[src/rtl/ucode_pkg.sv]
package ucode_pkg;

  // ALU operation code width (extended-op selector width)
  localparam int ALU_W = 3;

  // opcode values
  localparam int OPC_LDX = 0;
  localparam int OPC_LDY = 1;
  localparam int OPC_STX = 2;
  localparam int OPC_JMP = 3;
  localparam int OPC_JT  = 4;
  localparam int OPC_JF  = 5;
  localparam int OPC_XOP = 6;

  // micro-addresses of the routines
  localparam int UA_FETCH0 = 0;
  localparam int UA_FETCH1 = 1;
  localparam int UA_LDX    = 2;
  localparam int UA_LDY    = 3;
  localparam int UA_STX    = 4;
  localparam int UA_JMP    = 5;
  localparam int UA_JT     = 6;
  localparam int UA_JF     = 7;
  localparam int UA_NOP    = 8;
  localparam int UA_ALU    = 9;   // first of 2**ALU_W ALU steps
  localparam int UA_LAST   = UA_ALU + (1 << ALU_W) - 1;

  typedef enum logic [1:0] {
    SEQ_FETCH  = 2'd0,
    SEQ_NEXT   = 2'd1,
    SEQ_DECODE = 2'd2
  } seq_e;

  typedef enum logic [1:0] {
    PCL_NONE   = 2'd0,
    PCL_ALWAYS = 2'd1,
    PCL_IF_SET = 2'd2,
    PCL_IF_CLR = 2'd3
  } pcl_e;

  typedef struct packed {
    logic             mem_rd;
    logic             mem_wr;
    logic             x_ld;
    logic             y_ld;
    logic             x_sel_alu;
    logic [ALU_W-1:0] alu_op;
    logic             flag_ld;
    logic             prog_rd;
    logic             ir_ld;
    logic             pc_sel_ads;
    pcl_e             pc_kind;
    seq_e             seq;
  } ctrl_word_t;

endpackage

[src/rtl/ucode_map.sv]
module ucode_map
  import ucode_pkg::*;
#(
  parameter int OP_W  = 4,
  parameter int ADS_W = 12,
  parameter int UPC_W = 5
) (
  input  logic [OP_W-1:0]  op,
  input  logic [ADS_W-1:0] ads,
  output logic [UPC_W-1:0] target
);

  localparam int HI_W = ADS_W - ALU_W;

  logic [ALU_W-1:0] sub_sel;
  logic [HI_W-1:0]  sub_hi;

  assign sub_sel = ads[ALU_W-1:0];
  assign sub_hi  = ads[ADS_W-1:ALU_W];

  always_comb begin
    target = UPC_W'(UA_NOP);
    if (op == OP_W'(OPC_LDX))      target = UPC_W'(UA_LDX);
    else if (op == OP_W'(OPC_LDY)) target = UPC_W'(UA_LDY);
    else if (op == OP_W'(OPC_STX)) target = UPC_W'(UA_STX);
    else if (op == OP_W'(OPC_JMP)) target = UPC_W'(UA_JMP);
    else if (op == OP_W'(OPC_JT))  target = UPC_W'(UA_JT);
    else if (op == OP_W'(OPC_JF))  target = UPC_W'(UA_JF);
    else if (op == OP_W'(OPC_XOP)) begin
      // reserved extended encodings fall to the no-op routine
      if (sub_hi == '0) target = UPC_W'(UA_ALU) + UPC_W'(sub_sel);
    end
  end

endmodule

[src/rtl/ucode_rom.sv]
module ucode_rom
  import ucode_pkg::*;
#(
  parameter int UPC_W = 5
) (
  input  logic [UPC_W-1:0] upc,
  output ctrl_word_t       cw
);

  localparam int ALU_N = 1 << ALU_W;

  always_comb begin
    cw         = '0;
    cw.pc_kind = PCL_NONE;
    cw.seq     = SEQ_FETCH;
    case (upc)
      UPC_W'(UA_FETCH0): begin
        cw.prog_rd = 1'b1;
        cw.ir_ld   = 1'b1;
        cw.seq     = SEQ_NEXT;
      end
      UPC_W'(UA_FETCH1): begin
        cw.pc_sel_ads = 1'b0;
        cw.pc_kind    = PCL_ALWAYS;
        cw.seq        = SEQ_DECODE;
      end
      UPC_W'(UA_LDX): begin
        cw.mem_rd    = 1'b1;
        cw.x_sel_alu = 1'b0;
        cw.x_ld      = 1'b1;
      end
      UPC_W'(UA_LDY): begin
        cw.mem_rd = 1'b1;
        cw.y_ld   = 1'b1;
      end
      UPC_W'(UA_STX): cw.mem_wr = 1'b1;
      UPC_W'(UA_JMP): begin
        cw.pc_sel_ads = 1'b1;
        cw.pc_kind    = PCL_ALWAYS;
      end
      UPC_W'(UA_JT): begin
        cw.pc_sel_ads = 1'b1;
        cw.pc_kind    = PCL_IF_SET;
      end
      UPC_W'(UA_JF): begin
        cw.pc_sel_ads = 1'b1;
        cw.pc_kind    = PCL_IF_CLR;
      end
      default: begin
        if (upc >= UPC_W'(UA_ALU) && upc <= UPC_W'(UA_LAST)) begin
          cw.alu_op = ALU_W'(upc - UPC_W'(UA_ALU));
          if (int'(cw.alu_op) < ALU_N - 2) begin
            cw.x_sel_alu = 1'b1;
            cw.x_ld      = 1'b1;
          end else begin
            cw.flag_ld = 1'b1;
          end
        end
      end
    endcase
  end

endmodule

[src/rtl/ucode_seq.sv]
module ucode_seq
  import ucode_pkg::*;
#(
  parameter int UPC_W = 5
) (
  input  logic             clk,
  input  logic             rst_n,
  input  seq_e             seq,
  input  logic [UPC_W-1:0] target,
  output logic [UPC_W-1:0] upc
);

  logic [UPC_W-1:0] upc_nxt;
  logic             upc_en;

  assign upc_en = 1'b1;  // one micro-step per cycle

  always_comb begin
    case (seq)
      SEQ_NEXT:   upc_nxt = upc + UPC_W'(1);
      SEQ_DECODE: upc_nxt = target;
      default:    upc_nxt = UPC_W'(UA_FETCH0);
    endcase
  end

  always_ff @(posedge clk or negedge rst_n) begin
    if (!rst_n)      upc <= UPC_W'(UA_FETCH0);
    else if (upc_en) upc <= upc_nxt;
  end

endmodule

[src/rtl/ucode_pcgate.sv]
module ucode_pcgate
  import ucode_pkg::*;
(
  input  pcl_e kind,
  input  logic flag,
  output logic pc_load
);

  always_comb begin
    case (kind)
      PCL_ALWAYS: pc_load = 1'b1;
      PCL_IF_SET: pc_load = flag;
      PCL_IF_CLR: pc_load = ~flag;
      default:    pc_load = 1'b0;
    endcase
  end

endmodule

[src/rtl/ucode_ctrl.sv]
module ucode_ctrl
  import ucode_pkg::*;
#(
  parameter int OP_W  = 4,
  parameter int ADS_W = 12,
  parameter int UPC_W = 5
) (
  input  logic                  clk,
  input  logic                  rst_n,
  input  logic [OP_W+ADS_W-1:0] ir_word,
  input  logic                  alu_flag,
  output logic                  mem_rd,
  output logic                  mem_wr,
  output logic                  x_load,
  output logic                  y_load,
  output logic                  x_sel_alu,
  output logic [ALU_W-1:0]      alu_op,
  output logic                  flag_load,
  output logic                  prog_rd,
  output logic                  ir_load,
  output logic                  pc_sel_ads,
  output logic                  pc_load
);

  localparam int IR_W = OP_W + ADS_W;

  logic [UPC_W-1:0] upc;
  logic [UPC_W-1:0] target;
  ctrl_word_t       cw;

  ucode_map #(.OP_W(OP_W), .ADS_W(ADS_W), .UPC_W(UPC_W)) map_i (
    .op     (ir_word[IR_W-1:ADS_W]),
    .ads    (ir_word[ADS_W-1:0]),
    .target (target)
  );

  ucode_rom #(.UPC_W(UPC_W)) rom_i (
    .upc (upc),
    .cw  (cw)
  );

  ucode_seq #(.UPC_W(UPC_W)) seq_i (
    .clk    (clk),
    .rst_n  (rst_n),
    .seq    (cw.seq),
    .target (target),
    .upc    (upc)
  );

  ucode_pcgate gate_i (
    .kind    (cw.pc_kind),
    .flag    (alu_flag),
    .pc_load (pc_load)
  );

  assign mem_rd     = cw.mem_rd;
  assign mem_wr     = cw.mem_wr;
  assign x_load     = cw.x_ld;
  assign y_load     = cw.y_ld;
  assign x_sel_alu  = cw.x_sel_alu;
  assign alu_op     = cw.alu_op;
  assign flag_load  = cw.flag_ld;
  assign prog_rd    = cw.prog_rd;
  assign ir_load    = cw.ir_ld;
  assign pc_sel_ads = cw.pc_sel_ads;

endmodule

[config.mk]
export PLATFORM = sky130hd
export DESIGN_NAME = ucode_ctrl
export DESIGN_NICKNAME = d
export VERILOG_FILES = /design/src/rtl/ucode_pkg.sv /design/src/rtl/ucode_map.sv /design/src/rtl/ucode_rom.sv /design/src/rtl/ucode_seq.sv /design/src/rtl/ucode_pcgate.sv /design/src/rtl/ucode_ctrl.sv
export SDC_FILE = /design/constraint.sdc
export NUM_CORES = 1
export LEC_CHECK = 0
export CORE_MARGIN = 2
export CORE_UTILIZATION = 27
export DETAILED_ROUTE_END_ITERATION = 16
export PLACE_DENSITY = 0.65
export SETUP_SLACK_MARGIN = 0.1
export SYNTH_ARGS = -nofsm -noshare
export SYNTH_HDL_FRONTEND = slang
export SYNTH_SLANG_ARGS = --single-unit
export TNS_END_PERCENT = 20
[constraint.sdc]
create_clock -name clk -period 1.7 [get_ports clk]
set_input_delay 0.17 -clock clk [delete_from_list [all_inputs] [get_ports clk]]
set_output_delay 0.17 -clock clk [all_outputs]
set_load 0.02 [all_outputs]
==> results.json, run 1 <==
{
  "syn_avg_cell_area_um2": 8.21,
  "status": "finished with violations",
  "hold_path.class": "in -> async",
  "row_count": 17,
  "crit_type": "reg -> reg",
  "tns_ps": -1710,
  "start_util": 0.291,
  "drtPass1Iterations": 4,
  "cellLeakagePower_nw": 0.605,
  "totalWireLength_um": 2120,
  "syn2layout_area_growth_pct": 103,
  "cts.htree.levels": 1,
  "period_needed_ps": 1890,
  "synthFlopType": "dfrtp_1",
  "post-route-worst-setup-slack_ps": -194,
  "synth_cell_types": 36,
  "critPathCaptureType": "register",
  "insertion_delay_ps": 240,
  "slowest_stage": "dfrtp_2",
  "path_clk_slew_ps": 50,
  "multi_input_area_um2": 637,
  "core-area_mm2": 0.00225,
  "fin_crit_sh": 1.11,
  "die_area_mm2": 0.00284,
  "reg2reg_slack_ps": -190,
  "hold_viol_final": 0,
  "drive_gt1_frac": 0.518,
  "ir_drop_v": 0.000782,
  "antenna_found_initial": 0,
  "clock_skew_ps": 5.28,
  "die_h_um": 53.3,
  "first_global_vias": 839,
  "via_count": 842,
  "grt_max_degree": 9,
  "cp.required_ps": 1830,
  "fillers": 207,
  "synthesis.area_um2": 657,
  "startpoint_type": "register",
  "place_inst": 161,
  "dr.first_iter.drc_count": 6,
  "clkSinkCount": 5,
  "drv_slew": 0,
  "async_flop_share": 1.00,
  "gp_congestion": 0.896,
  "cp.depth": 9,
  "grt_pass1_wl_um": 3400,
  "largest_reg_flops": 5,
  "nNetsFinal": 170,
  "slew_headroom": 0.749,
  "netlist_top_cells_count": "ha_1, nor2_1, inv_1",
  "cts_buffer_depth": 2,
  "ys_warn_count": 0,
  "cpPeakStageDelay_ps": 410,
  "cp.arrival_ps": 2020,
  "port_buffers": 31,
  "hold_buffers": 0,
  "via_per_inst": 4.98,
  "cts_tree": "yes",
  "synth.area.top_cells": "dfrtp_1, ha_1, xnor2_1",
  "fp.dieW_um": 53.3,
  "maxCapViolations": 0,
  "crit_buf_inv": 4,
  "violations": "setup timing",
  "drc": 0,
  "regMostFlops": "seq_i.upc",
  "reg2reg_depth": 9,
  "ys_ff_latch": 5,
  "powerDensity_mw_per_mm2": 1720,
  "post_drt_wl_per_cell_um": 12.6,
  "worst_pin_slew_ps": 374,
  "track_usage": 0.166,
  "dp_slack_ps": -458,
  "place_hpwl_um": 1640,
  "synth_edf_count": 0,
  "hold_slack_ps": 137,
  "synthCells": 80,
  "path_cells": "inv_2 > ha_2 > buf_4 > nand2_2 > buf_4 > inv_2 > ha_4 > a221o_2 > and3_1",
  "top_regs": "seq_i.upc (5)",
  "synth_nets": 108,
  "netlist.area_leader.share": 0.190,
  "synth_top_cell_by_area": "dfrtp_1",
  "crit_fanout": 4,
  "rsz0062_at_grt": "yes",
  "clock-root-buffer": "clkbuf_4",
  "stdcell_count": 169,
  "critPathTopFamily": "flip-flops",
  "ys_seq_area_frac": 0.190,
  "grt-ovfl-total": 0,
  "numCtsBuffers": 3,
  "fmax_ghz": 0.528,
  "antennaDiodeCount": 0,
  "antenna_left": 0,
  "pin_count": 32,
  "finalSetupViolCount": 13,
  "register_area_um2": 128
}
==> metrics by stage <==
| step | utilization | cell area (um2) | total power [mW] |
|---|---|---|---|
| 4_1_cts | 0.560 | 1260 | 2.05 |
| 2_1_floorplan | - | 694 | 1.05 |
| 6_report | 0.593 | 1340 | 2.30 |
| 5_1_grt | 0.593 | 1340 | 2.49 |
| 3_5_place_dp | 0.537 | 1210 | 1.82 |
| 3_3_place_gp | 0.537 | 1210 | 1.78 |
==> timing repair <==
item,in CTS,in global routing
endpoints found under the setup margin,18,18
gates resized for setup,67,15
pin swaps,11,7
buffers inserted,2,2
==> cells in the final DEF, fill, tap and decap left out, types with 2 or more instances in the layout <==
cell type and n:
nor4_4 2, o21ai_0 3, xnor2_1 4, nand3_1 2, clkbuf_4 3, buf_4 34, buf_2 6, a22oi_1 2
ha_4 4, and3_1 3, clkdlybuf4s50_1 18, nand2_1 4, ha_2 2, ha_1 3, buf_6 2, nor2_1 8
nor3_2 2, dfrtp_2 2, inv_1 3, nor3b_2 2, inv_2 3, dfrtp_1 3
==> cells by family (layout without fill, tap and decap cells) <==
group | count (synthesis) | in the layout | share of synthesized area
fa+ha+maj | 9 | 9 | 0.171
flops | 5 | 5 | 0.190
compound gates | 19 | 19 | 0.217
buf+inv | 9 | 70 | 0.0571
simple gates | 34 | 34 | 0.310
xor+xnor | 4 | 4 | 0.0533
==> report_power, final <==
group	internal [mW]	switching, mW	total, mW
clock network	0.0887	0.0482	0.137
registers	0.157	0.0617	0.219
logic	1.04	0.903	1.94
total	1.29	1.01	2.30
==> final cells by class <==
cell class / count / area share
clock buffers: 4 / 0.0197
inverters: 6 / 0.0169
multi-input cells: 66 / 0.477
flip-flops and latches: 5 / 0.0955
well taps: 28 / 0.0262
repair buffers: 60 / 0.365
==> path summary, 6_finish.rpt <==
check                             start           end
setup / recovery           seq_i.upc[0]  seq_i.upc[0]
hold / removal                    rst_n  seq_i.upc[3]
setup reg to reg           seq_i.upc[0]  seq_i.upc[0]
hold reg to reg            seq_i.upc[0]  seq_i.upc[0]
max in group asynchronous         rst_n  seq_i.upc[0]
min in group clk             ir_word[1]  seq_i.upc[3]
==> metal layers <==
metal,vias to the layer above,part of all wire,global-route usage
met1,385,0.38,0.166
met3,4,0.060,0.0198
met4,0,0.021,0.0812
met2,34,0.54,0.327
li1,419,-,-
met5,-,0,0
No activity file was read; power rests on OpenSTA's default activity.
==> run 2, diff against run 1 <==
--- a/config.mk
+++ b/config.mk
@@ -6,9 +6,10 @@
 export NUM_CORES = 1
 export LEC_CHECK = 0
 export CORE_MARGIN = 2
-export CORE_UTILIZATION = 27
+export CORE_UTILIZATION = 36
 export DETAILED_ROUTE_END_ITERATION = 16
-export PLACE_DENSITY = 0.65
+export HOLD_SLACK_MARGIN = 0.03
+export PLACE_DENSITY = 0.81
 export SETUP_SLACK_MARGIN = 0.1
 export SYNTH_ARGS = -nofsm -noshare
 export SYNTH_HDL_FRONTEND = slang
==> results.json, run 2 (synthesis results as in run 1) <==
{
  "drive_gt1_frac": 0.553,
  "antenna_found_initial": 0,
  "hold_path.class": "in -> async",
  "gr-usage-met1": 0.208,
  "powerDensity_mw_per_mm2": 1740,
  "startpoint_type": "register",
  "track_usage": 0.232,
  "grt_max_degree": 8,
  "clock_skew_ps": 3.17,
  "core-area_mm2": 0.00173,
  "reg2reg_slack_ps": -130,
  "placed_area_mm2": 0.00120,
  "clock-root-buffer": "clkbuf_4",
  "port_buffers": 31,
  "ir_drop_v": 0.00105,
  "violations": "setup timing",
  "grt-ovfl-total": 0,
  "cts_buffer_depth": 2,
  "fillers": 116,
  "via_per_inst": 5.39,
  "utilization": 0.796,
  "row_count": 15,
  "largest_reg_flops": 5,
  "regMostFlops": "seq_i.upc",
  "die_area_mm2": 0.00218,
  "gp_congestion": 0.818,
  "use_met2": 0.528,
  "place_inst": 157,
  "hold_viol_final": 0,
  "place_hpwl_um": 1720,
  "tns_ps": -1740,
  "cts.htree.levels": 1,
  "rsz0062_at_grt": "yes",
  "clkSinkCount": 5,
  "drv_slew": 0,
  "fmax_ghz": 0.527,
  "cp.required_ps": 1530,
  "maxCapViolations": 0,
  "nNetsFinal": 170,
  "worst_pin_slew_ps": 342,
  "antennaDiodeCount": 0,
  "dr.first_iter.drc_count": 13,
  "first_global_vias": 900,
  "drc": 0,
  "start_util": 0.380,
  "dp_slack_ps": -427,
  "cellLeakagePower_nw": 0.612,
  "die_h_um": 46.7,
  "fin_crit_sh": 1.12,
  "slew_headroom": 0.771,
  "fp.dieW_um": 46.7,
  "post-route-worst-setup-slack_ps": -198,
  "crit_fanout": 5,
  "multi_input_area_um2": 656,
  "power.total_mw": 2.40,
  "antenna_left": 0,
  "status": "finished with violations",
  "design_area_mm2": 0.00137,
  "top_regs": "seq_i.upc (5)",
  "path_clk_slew_ps": 40,
  "cts_tree": "yes",
  "stdcell_count": 166,
  "syn2layout_area_growth_pct": 109,
  "via_count": 894,
  "insertion_delay_ps": 240,
  "register_area_um2": 130,
  "finalSetupViolCount": 14,
  "final_cell_mix": "buf_4, clkdlybuf4s50_1, buf_6",
  "hold_slack_ps": 147,
  "numCtsBuffers": 3,
  "totalWireLength_um": 2420,
  "post_drt_wl_per_cell_um": 14.6,
  "pin_count": 32,
  "crit_type": "reg -> out",
  "critPathCaptureType": "primary output",
  "grtUsageMet3": 0.0275,
  "drtPass1Iterations": 4,
  "layout_commonest_cell": "buf_4",
  "grt_pass1_wl_um": 3600,
  "cp.arrival_ps": 1730,
  "period_needed_ps": 1900,
  "busiest_layer": "met2"
}
run 2: cell types whose count changed in the layout (fill, tap and decap cells not counted), moves of 2 or more:
cell             before  now
buf_4                34   25
buf_6                 2    9
nor2_2                1    3
dlygate4sd2_1         0    3
dfrtp_1               3    1
clkdlybuf4s50_1      18   15
dfrtp_2               2    4
buf_2                 6    8
nor2_1                8    6
run 2: worst paths after layout:
| kind | from | to | cells after the start |
|---|---|---|---|
| setup reg to reg | seq_i.upc[0] | seq_i.upc[1] | 10 |
| hold / removal | rst_n | seq_i.upc[1] | 1 |
| hold reg to reg | seq_i.upc[0] | seq_i.upc[0] | 2 |
| setup / recovery | seq_i.upc[0] | alu_op[2] | 7 |
| max in group asynchronous | rst_n | seq_i.upc[4] | 1 |
| min in group clk | ir_word[4] | seq_i.upc[3] | 5 |
run 2: what timing repair did:
item	CTS	global route
hold buffers	0	0
endpoints found under the setup margin	18	18
pin swaps	16	1
endpoints found under the hold margin	0	0
buffers inserted	5	0
resized for setup	92	6
run 2: layout make-up:
class / instances / area share
inverters: 6 / 0.0182
flip-flops and latches: 5 / 0.0947
clock buffers: 4 / 0.0191
repair buffers: 60 / 0.368
well taps: 25 / 0.0228
multi-input cells: 66 / 0.477
run 2: critical path, stage by stage (launching register included):
cell and delay, ps:
dfrtp_2 460, buf_6 150, nor4_4 280, nor3b_2 90, o21ai_4 190, buf_6 150, nor2_2 40, buf_6 120
run 2: where the power goes:
part           switching, mW  leakage (nW)  internal, mW
Combinational          0.977         0.535          1.06
Sequential            0.0683        0.0616         0.160
Clock                 0.0458        0.0150        0.0885
Total                   1.09         0.612          1.31
run 2: layer usage:
layer  vias up  part of all wire
li1        419                 -
met1       447              0.35
met2        28              0.60
met3         0             0.047
met4         0                 0
met5         -                 0
